## src/rtl/hio_pkg.sv

```systemverilog
package hio_pkg;

    localparam int ADDR_W  = 16;
    localparam int BASE_W  = 13;
    localparam int SEL_W   = 4;
    localparam int NUM_IRQ = 9;
    localparam int PCM_PIN = 4;

    typedef logic [BASE_W-1:0] base_t;
    typedef logic [SEL_W-1:0]  sel_t;

    typedef struct packed {
        base_t base;
        sel_t  sel;
    } route_t;

    typedef enum logic [2:0] {
        D_DEF_BASE = 3'd0,
        D_DEF_SEL  = 3'd1,
        D_CTRL     = 3'd2,
        D_PNP_BASE = 3'd3,
        D_PNP_SEL  = 3'd4
    } dsp_idx_e;

    typedef enum logic [1:0] {
        H_PNP_BASE = 2'd0,
        H_PNP_SEL  = 2'd1,
        H_CTRL     = 2'd2
    } host_idx_e;

    // Interrupt number carried by each output pin, lowest pin first.
    function automatic int pin_irq(input int pin);
        case (pin)
            0:       return 3;
            1:       return 4;
            2:       return 5;
            3:       return 7;
            4:       return 9;
            5:       return 10;
            6:       return 11;
            7:       return 12;
            default: return 15;
        endcase
    endfunction

endpackage

```

## src/rtl/hio_cfg_regs.sv

```systemverilog
module hio_cfg_regs
    import hio_pkg::*;
#(
    parameter int DATA_W = BASE_W
) (
    input  logic              clk,
    input  logic              rst,
    input  logic              dsp_wr,
    input  logic [2:0]        dsp_idx,
    input  logic [DATA_W-1:0] dsp_wdata,
    input  logic              cfg_wr,
    input  logic [1:0]        cfg_idx,
    input  logic [DATA_W-1:0] cfg_data,
    output route_t            def_route,
    output route_t            pnp_route,
    output logic              irq_level,
    output logic              offline,
    output logic              host_mask
);

    always_ff @(posedge clk) begin
        if (rst) begin
            def_route <= '0;
            pnp_route <= '0;
            irq_level <= 1'b0;
            offline   <= 1'b0;
            host_mask <= 1'b0;
        end else begin
            if (dsp_wr) begin
                case (dsp_idx)
                    D_DEF_BASE: def_route.base <= dsp_wdata[BASE_W-1:0];
                    D_DEF_SEL:  def_route.sel  <= dsp_wdata[SEL_W-1:0];
                    D_CTRL: begin
                        irq_level <= dsp_wdata[0];
                        offline   <= dsp_wdata[1];
                    end
                    D_PNP_BASE: if (offline) pnp_route.base <= dsp_wdata[BASE_W-1:0];
                    D_PNP_SEL:  if (offline) pnp_route.sel  <= dsp_wdata[SEL_W-1:0];
                    default: ;
                endcase
            end
            if (cfg_wr) begin
                case (cfg_idx)
                    H_PNP_BASE: if (!offline) pnp_route.base <= cfg_data[BASE_W-1:0];
                    H_PNP_SEL:  if (!offline) pnp_route.sel  <= cfg_data[SEL_W-1:0];
                    H_CTRL:     host_mask <= cfg_data[0];
                    default: ;
                endcase
            end
        end
    end

    // host configuration cannot move the base while the DSP holds it
    p_host_blocked_r5: assert property (@(posedge clk) disable iff (rst)
        (offline && cfg_wr && cfg_idx == H_PNP_BASE && !(dsp_wr && dsp_idx == D_PNP_BASE))
        |=> $stable(pnp_route.base));

    // the DSP cannot write the plug-and-play set while it is online
    p_dsp_blocked_r6: assert property (@(posedge clk) disable iff (rst)
        (!offline && dsp_wr && dsp_idx == D_PNP_SEL && !(cfg_wr && cfg_idx == H_PNP_SEL))
        |=> $stable(pnp_route.sel));

endmodule

```

## src/rtl/hio_addr_match.sv

```systemverilog
module hio_addr_match #(
    parameter int ADDR_W = 16,
    parameter int BASE_W = 13,
    localparam int OFS_W = ADDR_W - BASE_W
) (
    input  logic [ADDR_W-1:0] addr,
    input  logic              rd,
    input  logic              wr,
    input  logic [BASE_W-1:0] base,
    output logic              hit,
    output logic [OFS_W-1:0]  ofs
);

    logic in_window;

    always_comb begin
        in_window = (addr[ADDR_W-1:OFS_W] == base);
        hit       = (rd | wr) & in_window;
        ofs       = addr[OFS_W-1:0];
    end

endmodule

```

## src/rtl/hio_irq_router.sv

```systemverilog
module hio_irq_router
    import hio_pkg::*;
#(
    parameter int N_PIN  = NUM_IRQ,
    parameter int CODE_W = SEL_W,
    parameter int PCM_IX = PCM_PIN
) (
    input  logic              clk,
    input  logic              rst,
    input  logic [CODE_W-1:0] code,
    input  logic              pcm_mode,
    input  logic              level,
    output logic [N_PIN-1:0]  oe,
    output logic [N_PIN-1:0]  out
);

    for (genvar i = 0; i < N_PIN; i++) begin : g_pin
        localparam logic [CODE_W-1:0] PIN_CODE = CODE_W'(pin_irq(i));
        localparam bit                IS_PCM   = (i == PCM_IX);
        always_comb begin
            oe[i]  = pcm_mode ? IS_PCM : (code == PIN_CODE);
            out[i] = oe[i] & level;
        end
    end

    // never more than one driven pin
    p_single_oe_r2: assert property (@(posedge clk) disable iff (rst)
        $onehot0(oe));

    // a pin without enable never carries a high level
    p_quiet_pins_r8: assert property (@(posedge clk) disable iff (rst)
        (out & ~oe) == '0);

endmodule

```

## src/rtl/host_io_router.sv

```systemverilog
module host_io_router
    import hio_pkg::*;
(
    input  logic                 clk,
    input  logic                 rst,
    input  logic [ADDR_W-1:0]    host_addr,
    input  logic                 host_rd,
    input  logic                 host_wr,
    input  logic                 pnp_en,
    input  logic                 pcmcia_mode,
    input  logic                 cfg_wr,
    input  logic [1:0]           cfg_idx,
    input  logic [BASE_W-1:0]    cfg_data,
    input  logic                 dsp_wr,
    input  logic [2:0]           dsp_idx,
    input  logic [BASE_W-1:0]    dsp_wdata,
    output logic                 card_sel,
    output logic [ADDR_W-BASE_W-1:0] reg_ofs,
    output logic [NUM_IRQ-1:0]   irq_oe,
    output logic [NUM_IRQ-1:0]   irq_out,
    output logic                 pnp_level
);

    route_t def_route, pnp_route, eff_route;
    logic   irq_level, offline, host_mask, use_default, pin_level;

    hio_cfg_regs #(.DATA_W(BASE_W)) u_regs (
        .clk       (clk),
        .rst       (rst),
        .dsp_wr    (dsp_wr),
        .dsp_idx   (dsp_idx),
        .dsp_wdata (dsp_wdata),
        .cfg_wr    (cfg_wr),
        .cfg_idx   (cfg_idx),
        .cfg_data  (cfg_data),
        .def_route (def_route),
        .pnp_route (pnp_route),
        .irq_level (irq_level),
        .offline   (offline),
        .host_mask (host_mask)
    );

    always_comb begin
        use_default = !pnp_en && !pcmcia_mode;
        eff_route   = use_default ? def_route : pnp_route;
        pin_level   = irq_level & ~host_mask;
        pnp_level   = pnp_en;
    end

    hio_addr_match #(.ADDR_W(ADDR_W), .BASE_W(BASE_W)) u_match (
        .addr (host_addr),
        .rd   (host_rd),
        .wr   (host_wr),
        .base (eff_route.base),
        .hit  (card_sel),
        .ofs  (reg_ofs)
    );

    hio_irq_router #(.N_PIN(NUM_IRQ), .CODE_W(SEL_W), .PCM_IX(PCM_PIN)) u_irq (
        .clk      (clk),
        .rst      (rst),
        .code     (eff_route.sel),
        .pcm_mode (pcmcia_mode),
        .level    (pin_level),
        .oe       (irq_oe),
        .out      (irq_out)
    );

    // no selection without a host strobe
    p_sel_needs_strobe_r1: assert property (@(posedge clk) disable iff (rst)
        card_sel |-> (host_rd || host_wr));

    // PCMCIA mode leaves only the IRQ9 pin enabled
    p_pcm_single_r7: assert property (@(posedge clk) disable iff (rst)
        pcmcia_mode |-> (irq_oe == NUM_IRQ'(1 << PCM_PIN)));

    // a set host mask silences every pin
    p_mask_silent_r8: assert property (@(posedge clk) disable iff (rst)
        host_mask |-> (irq_out == '0));

    // one cycle after reset no enable is active
    p_reset_idle_r9: assert property (@(posedge clk)
        $past(rst) && !pcmcia_mode |-> (irq_oe == '0));

endmodule

```

## config.mk

```make
export PLATFORM = sky130hd
export DESIGN_NAME = host_io_router
export DESIGN_NICKNAME = d
export VERILOG_FILES = /design/src/rtl/hio_pkg.sv /design/src/rtl/hio_cfg_regs.sv /design/src/rtl/hio_addr_match.sv /design/src/rtl/hio_irq_router.sv /design/src/rtl/host_io_router.sv
export SDC_FILE = /design/constraint.sdc
export NUM_CORES = 1
export LEC_CHECK = 0
export ABC_AREA = 1
export ABC_CLOCK_PERIOD_IN_PS = 2100
export CAP_MARGIN = 20
export CORE_MARGIN = 3
export CORE_UTILIZATION = 47
export DETAILED_ROUTE_END_ITERATION = 12
export GPL_ROUTABILITY_DRIVEN = 1
export HOLD_SLACK_MARGIN = 0.02
export PLACE_DENSITY = 0.88
export REMOVE_ABC_BUFFERS = 1
export SYNTH_ARGS = -nofsm -noshare
export SYNTH_HDL_FRONTEND = slang
export SYNTH_HIERARCHICAL = 1
export SYNTH_SLANG_ARGS = --single-unit
```

## constraint.sdc

```tcl
create_clock -name clk -period 2.1 [get_ports clk]
set_input_delay 0.525 -clock clk [delete_from_list [all_inputs] [get_ports clk]]
set_output_delay 0.525 -clock clk [all_outputs]
set_load 0.01 [all_outputs]
```

==> metrics list, run 1 <==
- The run finished, with violations left.
- The final reports fail on setup timing.
- With fillers left out, the area of the finished cells amounts to ~3600 µm².
* Remaining number of nets flagged by the antenna check after routing: 0
- By area the synthesized netlist is led by sky130_fd_sc_hd__dfxtp_1 30%, sky130_fd_sc_hd__nand2_1 17%, sky130_fd_sc_hd__o21ai_0 11%.
- Clock-pin slew was measured on the worst setup and hold paths at roughly 0.07 ns.
- The final-report max-slew violation count came to 0.
- The first TritonRoute pass finished after 5 iterations.
- Data arrival time of the worst path: around 1.8 ns
- In this run the static leakage power is roughly 1.8 nW.
- Wire length of the first global-routing pass: roughly 13 mm
- The die covers a little over 6000 µm².
- VDD sags by at most between 400 and 500 µV.
- Minimum clock period after layout: between 2 and 2.5 ns
- Ratio of cells with drive above 1 in the final layout: 0.1884
- Clock insertion delay at the later pin of the skew report: approximately 0.29 ns
* Setup repair after global routing missed its margin: yes
- Classification of the worst-slack hold path: flop to flop
- Final setup skew: between 0.004 and 0.005 ns
- Yosys printed 6 warnings.
- For this configuration, the core starts out at a cell density of 0.5027.
- Inserted Clock Buffers: 5
- For this run, the post-layout net count is roughly 550.
- Of the synthesized area, sequential elements account for 0.3001.
* Count of hold-fix buffers inserted at cts: 0
- The core region is just under 5000 µm².
- Of the available clock period, the critical path in the final layout requires 1.088.
- Including well taps, the total number of placed cells is between 500 and 600.
* P_sw: between 500 and 600 µW
* Buffer type at the clock tree root: sky130_fd_sc_hd__clkbuf_8
- Counting flops and latches in the post-synthesis netlist gives 37.
- In this run the horizontal extent of the chip is ~78 µm.
* P_int: 1.322 mW
- Total number of vias: 2982
- Of the total power, the clock network draws 0.358.
* Required time reported for the critical path endpoint: between 1.5 and 2 ns
- Yosys mapped a number of flops with a built-in enable equal to 0.
* Leading cell type by number of instances after synthesis: sky130_fd_sc_hd__nand2_1
- Across every metal layer, demand over resource in global routing totals 0.2588.
- The biggest area contributor in the post-synthesis netlist is sky130_fd_sc_hd__dfxtp_1.
- Max-slew headroom: 0.6715
- The floorplan has 25 rows.
* Global route total overflow: 0
- After synthesis, the most frequently instantiated cells are 114 x sky130_fd_sc_hd__nand2_1, 67 x sky130_fd_sc_hd__inv_1, 63 x sky130_fd_sc_hd__nor2_1, 55 x sky130_fd_sc_hd__o21ai_0, 37 x sky130_fd_sc_hd__dfxtp_1.
* Synth unique cells: 24
* HPWL Detailed: 5.519 mm
- Summing every instance area after synthesis gives roughly 2500 µm².
- For this run, the top clock speed supported by timing is 437.7 MHz.
- Port buffer count: slightly above 70
* Vias per Instance: approximately 5.3
* Buffer depth of the longest clock path: 2
- Final Non-Filler Cells: 566
* Number of clock sinks: 37
- Measured along the y axis, the die boundary spans 78.48 µm.
- Portion of synthesized cell area occupied by the leading cell type: 0.3001
* Endpoints failing hold: 0
- In the synthesized netlist the async set-or-reset flop fraction comes to 0.
* Sw frac: 0.2792
- Maximum number of pins on one net before global-route repair: 29
- Setup violations remaining at the end of the flow were counted as 18.
- Startpoint-to-endpoint class of the critical path: input pin to output port
- Dividing total power by cell area gives a power density of just over 500 nW/µm².
- After technology mapping, the gate count stands at about 420.
- The number of antenna violations at the first check in global routing was 0.
- Final Core Density: 0.7233
* Signed area change from the synthesized netlist to the final layout: 43.89%
- 0 antenna diodes ended up in the layout.
* DR WL/cell: approximately 15 µm
- Along the worst path, the maximum fanout reaches 6.
- Of the total power, combinational logic draws 0.231.
* Avg Cell Area, Syn: around 5.9 µm²
* Post-placement cell area: between 3000 and 4000 µm²
* Primary FF master, synth: sky130_fd_sc_hd__dfxtp_1
- The clock tree synthesis step divided the H-tree into 2 levels.
- The worst setup path is launched from an input pin.
* Final setup margin: -0.1847 ns
- The first routing iteration left 249 violations.
* Via count of the first global-routing pass: between 2k and 3k
* Maximum Capacitance Violations: 0
- GPL Wtd Cong: slightly below 1
- At the pin with the least slew margin, the transition time is 0.4920 ns.
* Residual DRC count: 0
- Before CTS, the worst setup slack after placement is -1.004 ns.
- Reg power frac: 0.411
* Clock tree from TritonCTS: built
* Crit path capture type: output port
* DRT Wirelength: ~8.3 mm
* Total I/O pin count: a little under 80
- Pwr Total: roughly 1.8 mW
==> power groups by stage <==
stage               clock network [mW]  logic, mW  registers (mW)
finish                           0.657      0.423           0.754
detailed placement                   0      0.358           0.768
floorplan                            0      0.163           0.761
global route                     0.684      0.460           0.756
global placement                     0      0.347           0.768
CTS                              0.657      0.391           0.752
==> flip-flops by register name, summed over array words and instances (netlist names) <==
signal            cells
u_regs/def_route     17
u_regs/pnp_route     17
u_regs/offline        1
u_regs/host_mask      1
u_regs/irq_level      1
==> timing repair <==
item	4_1_cts	5_1_grt
resized for setup	104	45
pin swaps	22	21
setup buffers	6	2
cloned	3	0
endpoints found under the setup margin	20	19
==> cells in the final DEF, fill, tap and decap left out <==
cell	instances
sky130_fd_sc_hd__dlygate4sd2_1	1
sky130_fd_sc_hd__buf_16	1
sky130_fd_sc_hd__o21ai_2	3
sky130_fd_sc_hd__a21oi_2	1
sky130_fd_sc_hd__clkdlybuf4s15_1	1
sky130_fd_sc_hd__nand3_1	26
sky130_fd_sc_hd__buf_6	3
sky130_fd_sc_hd__dfxtp_1	37
sky130_fd_sc_hd__xnor2_1	1
sky130_fd_sc_hd__buf_8	1
sky130_fd_sc_hd__nand2_4	7
sky130_fd_sc_hd__o21ai_0	38
sky130_fd_sc_hd__buf_2	14
sky130_fd_sc_hd__a21oi_1	8
sky130_fd_sc_hd__nor2_2	5
sky130_fd_sc_hd__buf_4	8
sky130_fd_sc_hd__inv_2	5
sky130_fd_sc_hd__o21ai_1	18
sky130_fd_sc_hd__clkdlybuf4s15_2	2
sky130_fd_sc_hd__nor3_4	1
sky130_fd_sc_hd__clkinv_1	1
sky130_fd_sc_hd__clkbuf_2	1
sky130_fd_sc_hd__nor3_1	4
sky130_fd_sc_hd__clkdlybuf4s50_1	50
sky130_fd_sc_hd__inv_1	63
sky130_fd_sc_hd__nor2_8	1
sky130_fd_sc_hd__nand2_2	16
sky130_fd_sc_hd__nor3_2	3
sky130_fd_sc_hd__clkinvlp_4	1
sky130_fd_sc_hd__clkbuf_8	6
sky130_fd_sc_hd__nor2_1	61
sky130_fd_sc_hd__bufinv_16	1
sky130_fd_sc_hd__nand3_2	1
sky130_fd_sc_hd__nor2_4	6
sky130_fd_sc_hd__nand3_4	1
sky130_fd_sc_hd__buf_12	6
sky130_fd_sc_hd__nand2_1	96
==> critical path: stages <==
cell and delay [ns]:
sky130_fd_sc_hd__buf_12 0.11, sky130_fd_sc_hd__buf_12 0.13, sky130_fd_sc_hd__o21ai_1 0.19, sky130_fd_sc_hd__nand2_4 0.10
sky130_fd_sc_hd__inv_1 0.09, sky130_fd_sc_hd__nand2_1 0.13, sky130_fd_sc_hd__nor3_1 0.21, sky130_fd_sc_hd__clkdlybuf4s15_2 0.26
==> stage by stage <==
step	hold WS, ns	TNS, ns
after floorplan	0.4419	0
after global placement	0.4552	-16.58
after detailed placement	0.4552	-17.33
after CTS	0.4683	-1.727
after global routing	0.4969	-3.382
final	0.4718	-2.078
==> cells by family (layout without fill, tap and decap cells) <==
kind of cell    count (synthesis)  count (layout)  share of synthesized area
xor+xnor                        1               1                   0.003549
compound gates                 68              68                     0.1379
simple gates                  226             228                     0.3908
buf+inv                        89             165                     0.1678
flops                          37              37                     0.3001
==> cell type report <==
| class | count | area, µm² |
|---|---|---|
| Clock inverter | 2 | 37.54 |
| Fill cell | 404 | 1359 |
| Timing Repair Buffer | 88 | 873.3 |
| Sequential cell | 37 | 740.7 |
| Inverter | 69 | 259.0 |
| Clock buffer | 6 | 82.58 |
| Tap cell | 67 | 83.83 |
| Multi-Input combinational cell | 297 | 1475 |
==> metal layers <==
layer | track usage | vias up | wire length [µm]
met5 | 0 | - | 0
met4 | 0.1346 | 0 | 255
met3 | 0.06078 | 30 | 703
met2 | 0.4452 | 183 | 4090
met1 | 0.2969 | 1322 | 3203
li1 | - | 1447 | -
==> final timing paths <==
kind / from / endpoint / slack, ns / cells after the start
max: pnp_en / irq_out[1] / -0.18 / 8
min: u_regs/pnp_route[5] / u_regs/pnp_route[5] / 0.47 / 2
max reg2reg: u_regs/offline / u_regs/pnp_route[15] / 0.60 / 5
min reg2reg: u_regs/pnp_route[5] / u_regs/pnp_route[5] / 0.47 / 2
Power figures use the tool's default switching activity.
==> inputs of run 2 (changes only) <==
Settings changed: CORE_MARGIN 3 to 2.
==> metrics list, run 2 (same netlist as run 1, synthesis figures left out) <==
* Run status: finished, violations left
- Violated checks: setup timing
* Slew Limit Fails: 0
* DRT Wirelength: ~8.5 mm
- The share of total power dissipated in combinational logic is 0.273.
* Buffer type at the clock tree root: sky130_fd_sc_hd__clkbuf_8
* Crit path capture type: output port
* Place WS: -1.030 ns
- The largest single stage delay on the critical path is around 0.16 ns.
* Total number of vias: between 3k and 4k
- Most frequent cells in the layout: 77 x sky130_fd_sc_hd__nand2_1, 60 x sky130_fd_sc_hd__nor2_1, 56 x sky130_fd_sc_hd__inv_1
- At the end of the flow, the number of nets in the layout was roughly 560.
- Across the routed clock network, the largest skew measured is around 0.008 ns.
* Residual DRC count: 0
- Pre-antenna DRT Iters: 6
* Via count of the first global-routing pass: around 2.8k
- Die area: about 5800 µm²
* Startpoint-to-endpoint class of the critical path: input pin to output port
* Die width: 76.48 µm
- Ant diodes: 0
* Core box area: between 5000 and 6000 µm²
- VDD sags by at most around 370 µV.
- Summing all flip-flop and latch instances after layout gives 740.7 µm².
- The most numerous cell type found on the critical path is sky130_fd_sc_hd__nand2_2.
- Starting utilization of the core area: 0.4864
- Clock H-tree levels: 2
- Setup-violating endpoint count in the final report: 19
- Slowest cell on the critical path: sky130_fd_sc_hd__nor2_4
* Setup repair after global routing missed its margin: yes
* Required time reported for the critical path endpoint: between 1.5 and 2 ns
- Counting along the longest clock path gives a buffer depth of 2.
- Max-slew headroom: 0.6847
- Port buffer count: 71
- For this design the ratio of total power to cell area is approximately 470 nW/µm².
- Clock transition at path regs: 0.08 ns
* Inserted Clock Buffers: 5
* Clock network fraction of design power: 0.288
- In this run, post-CTS hold repair placed 0 buffers.
* Crit Path Max Fanout: 6
* Series of cell instances along the critical path: buf_12, buf_12, nor2_4, buf_6, nand2_4, nand2_4, inv_2, nand2_2, nand2_2, inv_2, nand2_2, nor2_2, nand2_1, nor2_2, buf_2
* Signed area change from the synthesized netlist to the final layout: 48.61%
- Top flop regs: u_regs/def_route: 17 flops, u_regs/pnp_route: 17 flops
- Reg power frac: 0.439
* Minimum clock period after layout: about 2.4 ns
* Combined area of the multi-input logic cells: about 1500 µm²
* Ratio of cells with drive above 1 in the final layout: 0.2717
* Initial detailed-routing violation count: 340
- In this run the core area contains 26 standard-cell rows.
* Global route total overflow: 0
* Most common cell after layout, fill and taps aside: sky130_fd_sc_hd__nand2_1
* GPL Wtd Cong: roughly 0.90
- TritonCTS built the clock tree.
* HPWL Detailed: around 5 mm
- 78 I/O pins were placed.
- Entering global routing, the biggest net connects 38 pins.
* Static leakage: about 1.9 nW
- For this run, the total global-route usage over all layers was measured as 0.2643.
* Remaining number of nets flagged by the antenna check after routing: 0
- Counting both buffers and inverters, the worst setup path holds a total of 6.
- Summed over all failing endpoints, the final setup total negative slack is -2.294 ns.
- Using the TritonRoute via totals, the vias-per-cell ratio works out to roughly 5.3.
* Data arrival time of the worst path: between 1.5 and 2 ns
- Initial antenna violation count: 0
* Classification of the worst-slack hold path: flop to flop
* DR WL/cell: 14.74 µm
- The first global-routing pass estimated 12.52 mm of wire.
- Crit start category: input pin
* Highest clock frequency the design can meet: between 400 and 500 MHz
- Final setup margin: -0.3376 ns
- Top delay family on crit path: simple AND/OR/NAND/NOR gates
- P_int: between 1 and 1.5 mW
- At the pin with the least slew margin, the transition time is 0.4723 ns.
- Final std cell area, no fill: roughly 3700 µm²
- The layout has ~390 filler cells.
* Sw frac: 0.3066
- P_sw: between 500 and 600 µW
- From bottom edge to top edge, the die measures roughly 76 µm.
- The final hold violation count was 0.
* Number of clock sinks: 37
- Once placement finished, the instance area stood at roughly 3200 µm².
* Final period utilization: 1.161
- Clock insertion delay at the later pin of the skew report: between 0.2 and 0.3 ns
- The tool flagged a number of max-cap violations equal to 0.
## run 2: changes by cell type in the layout (fill, tap and decap cells not counted), sizes merged
cell           before  now
dlygate4sd2         1    0
clkinvlp            1    0
clkinv              1    3
nor2               73   72
buf                33   43
bufbuf              0    1
clkdlybuf4s15       3    0
bufinv              1    0
clkbuf              7   10
## run 2: worst register-to-register path, cell delays in order, from the launching register on
cell and delay, ns:
sky130_fd_sc_hd__dfxtp_1 0.62, sky130_fd_sc_hd__buf_4 0.27, sky130_fd_sc_hd__nand3_1 0.21, sky130_fd_sc_hd__a21oi_1 0.23, sky130_fd_sc_hd__nor2_1 0.06
## run 2: final timing paths
path	slack [ns]	cells past startpoint	to	start
max	-0.34	15	card_sel	pnp_en
min	0.48	2	u_regs/pnp_route[4]	u_regs/pnp_route[4]
max reg2reg	0.61	4	u_regs/pnp_route[1]	u_regs/offline
min reg2reg	0.48	2	u_regs/pnp_route[4]	u_regs/pnp_route[4]
## run 2: final cells by class
type                       instances  area share
inverter                          69     0.07060
clock inverter                     2    0.002729
multi-input combinational        296      0.4222
sequential                        37      0.2019
tap                               70     0.02387
timing repair buffer              98      0.2589
clock buffer                       6     0.01978
## run 2: stage by stage
stage	total power [mW]	hold WS, ns	utilization	instances
global route	1.795	0.5011	0.7229	578
global placement	1.107	0.4512	0.6358	554
floorplan	0.9243	0.4419	-	401
detailed placement	1.117	0.4613	0.6358	554
finish	1.719	0.4822	0.7229	578
CTS	1.649	0.4750	0.6891	572
## run 2: metal layers
metal | GRT usage | up-vias | wire, µm
li1 | - | 1470 | -
met1 | 0.3089 | 1415 | 3461
met2 | 0.4699 | 169 | 4173
met3 | 0.03910 | 38 | 572
met4 | 0.1291 | 0 | 311
met5 | 0 | - | 0
## run 2: repair_timing
| item | CTS | global route |
|---|---|---|
| resized for setup | 106 | 84 |
| endpoints found under the hold margin | 0 | 0 |
| gates cloned | 4 | 0 |
| endpoints found under the setup margin | 20 | 19 |
| setup buffers | 7 | 6 |
| pin swaps | 23 | 24 |
## run 2: power groups by stage
stage / clock network, mW / registers (mW) / logic, mW
final: 0.495 / 0.755 / 0.469
after global placement: 0 / 0.766 / 0.342
after CTS: 0.495 / 0.752 / 0.402
after detailed placement: 0 / 0.766 / 0.351
after floorplan: 0 / 0.761 / 0.163
after global routing: 0.537 / 0.758 / 0.501
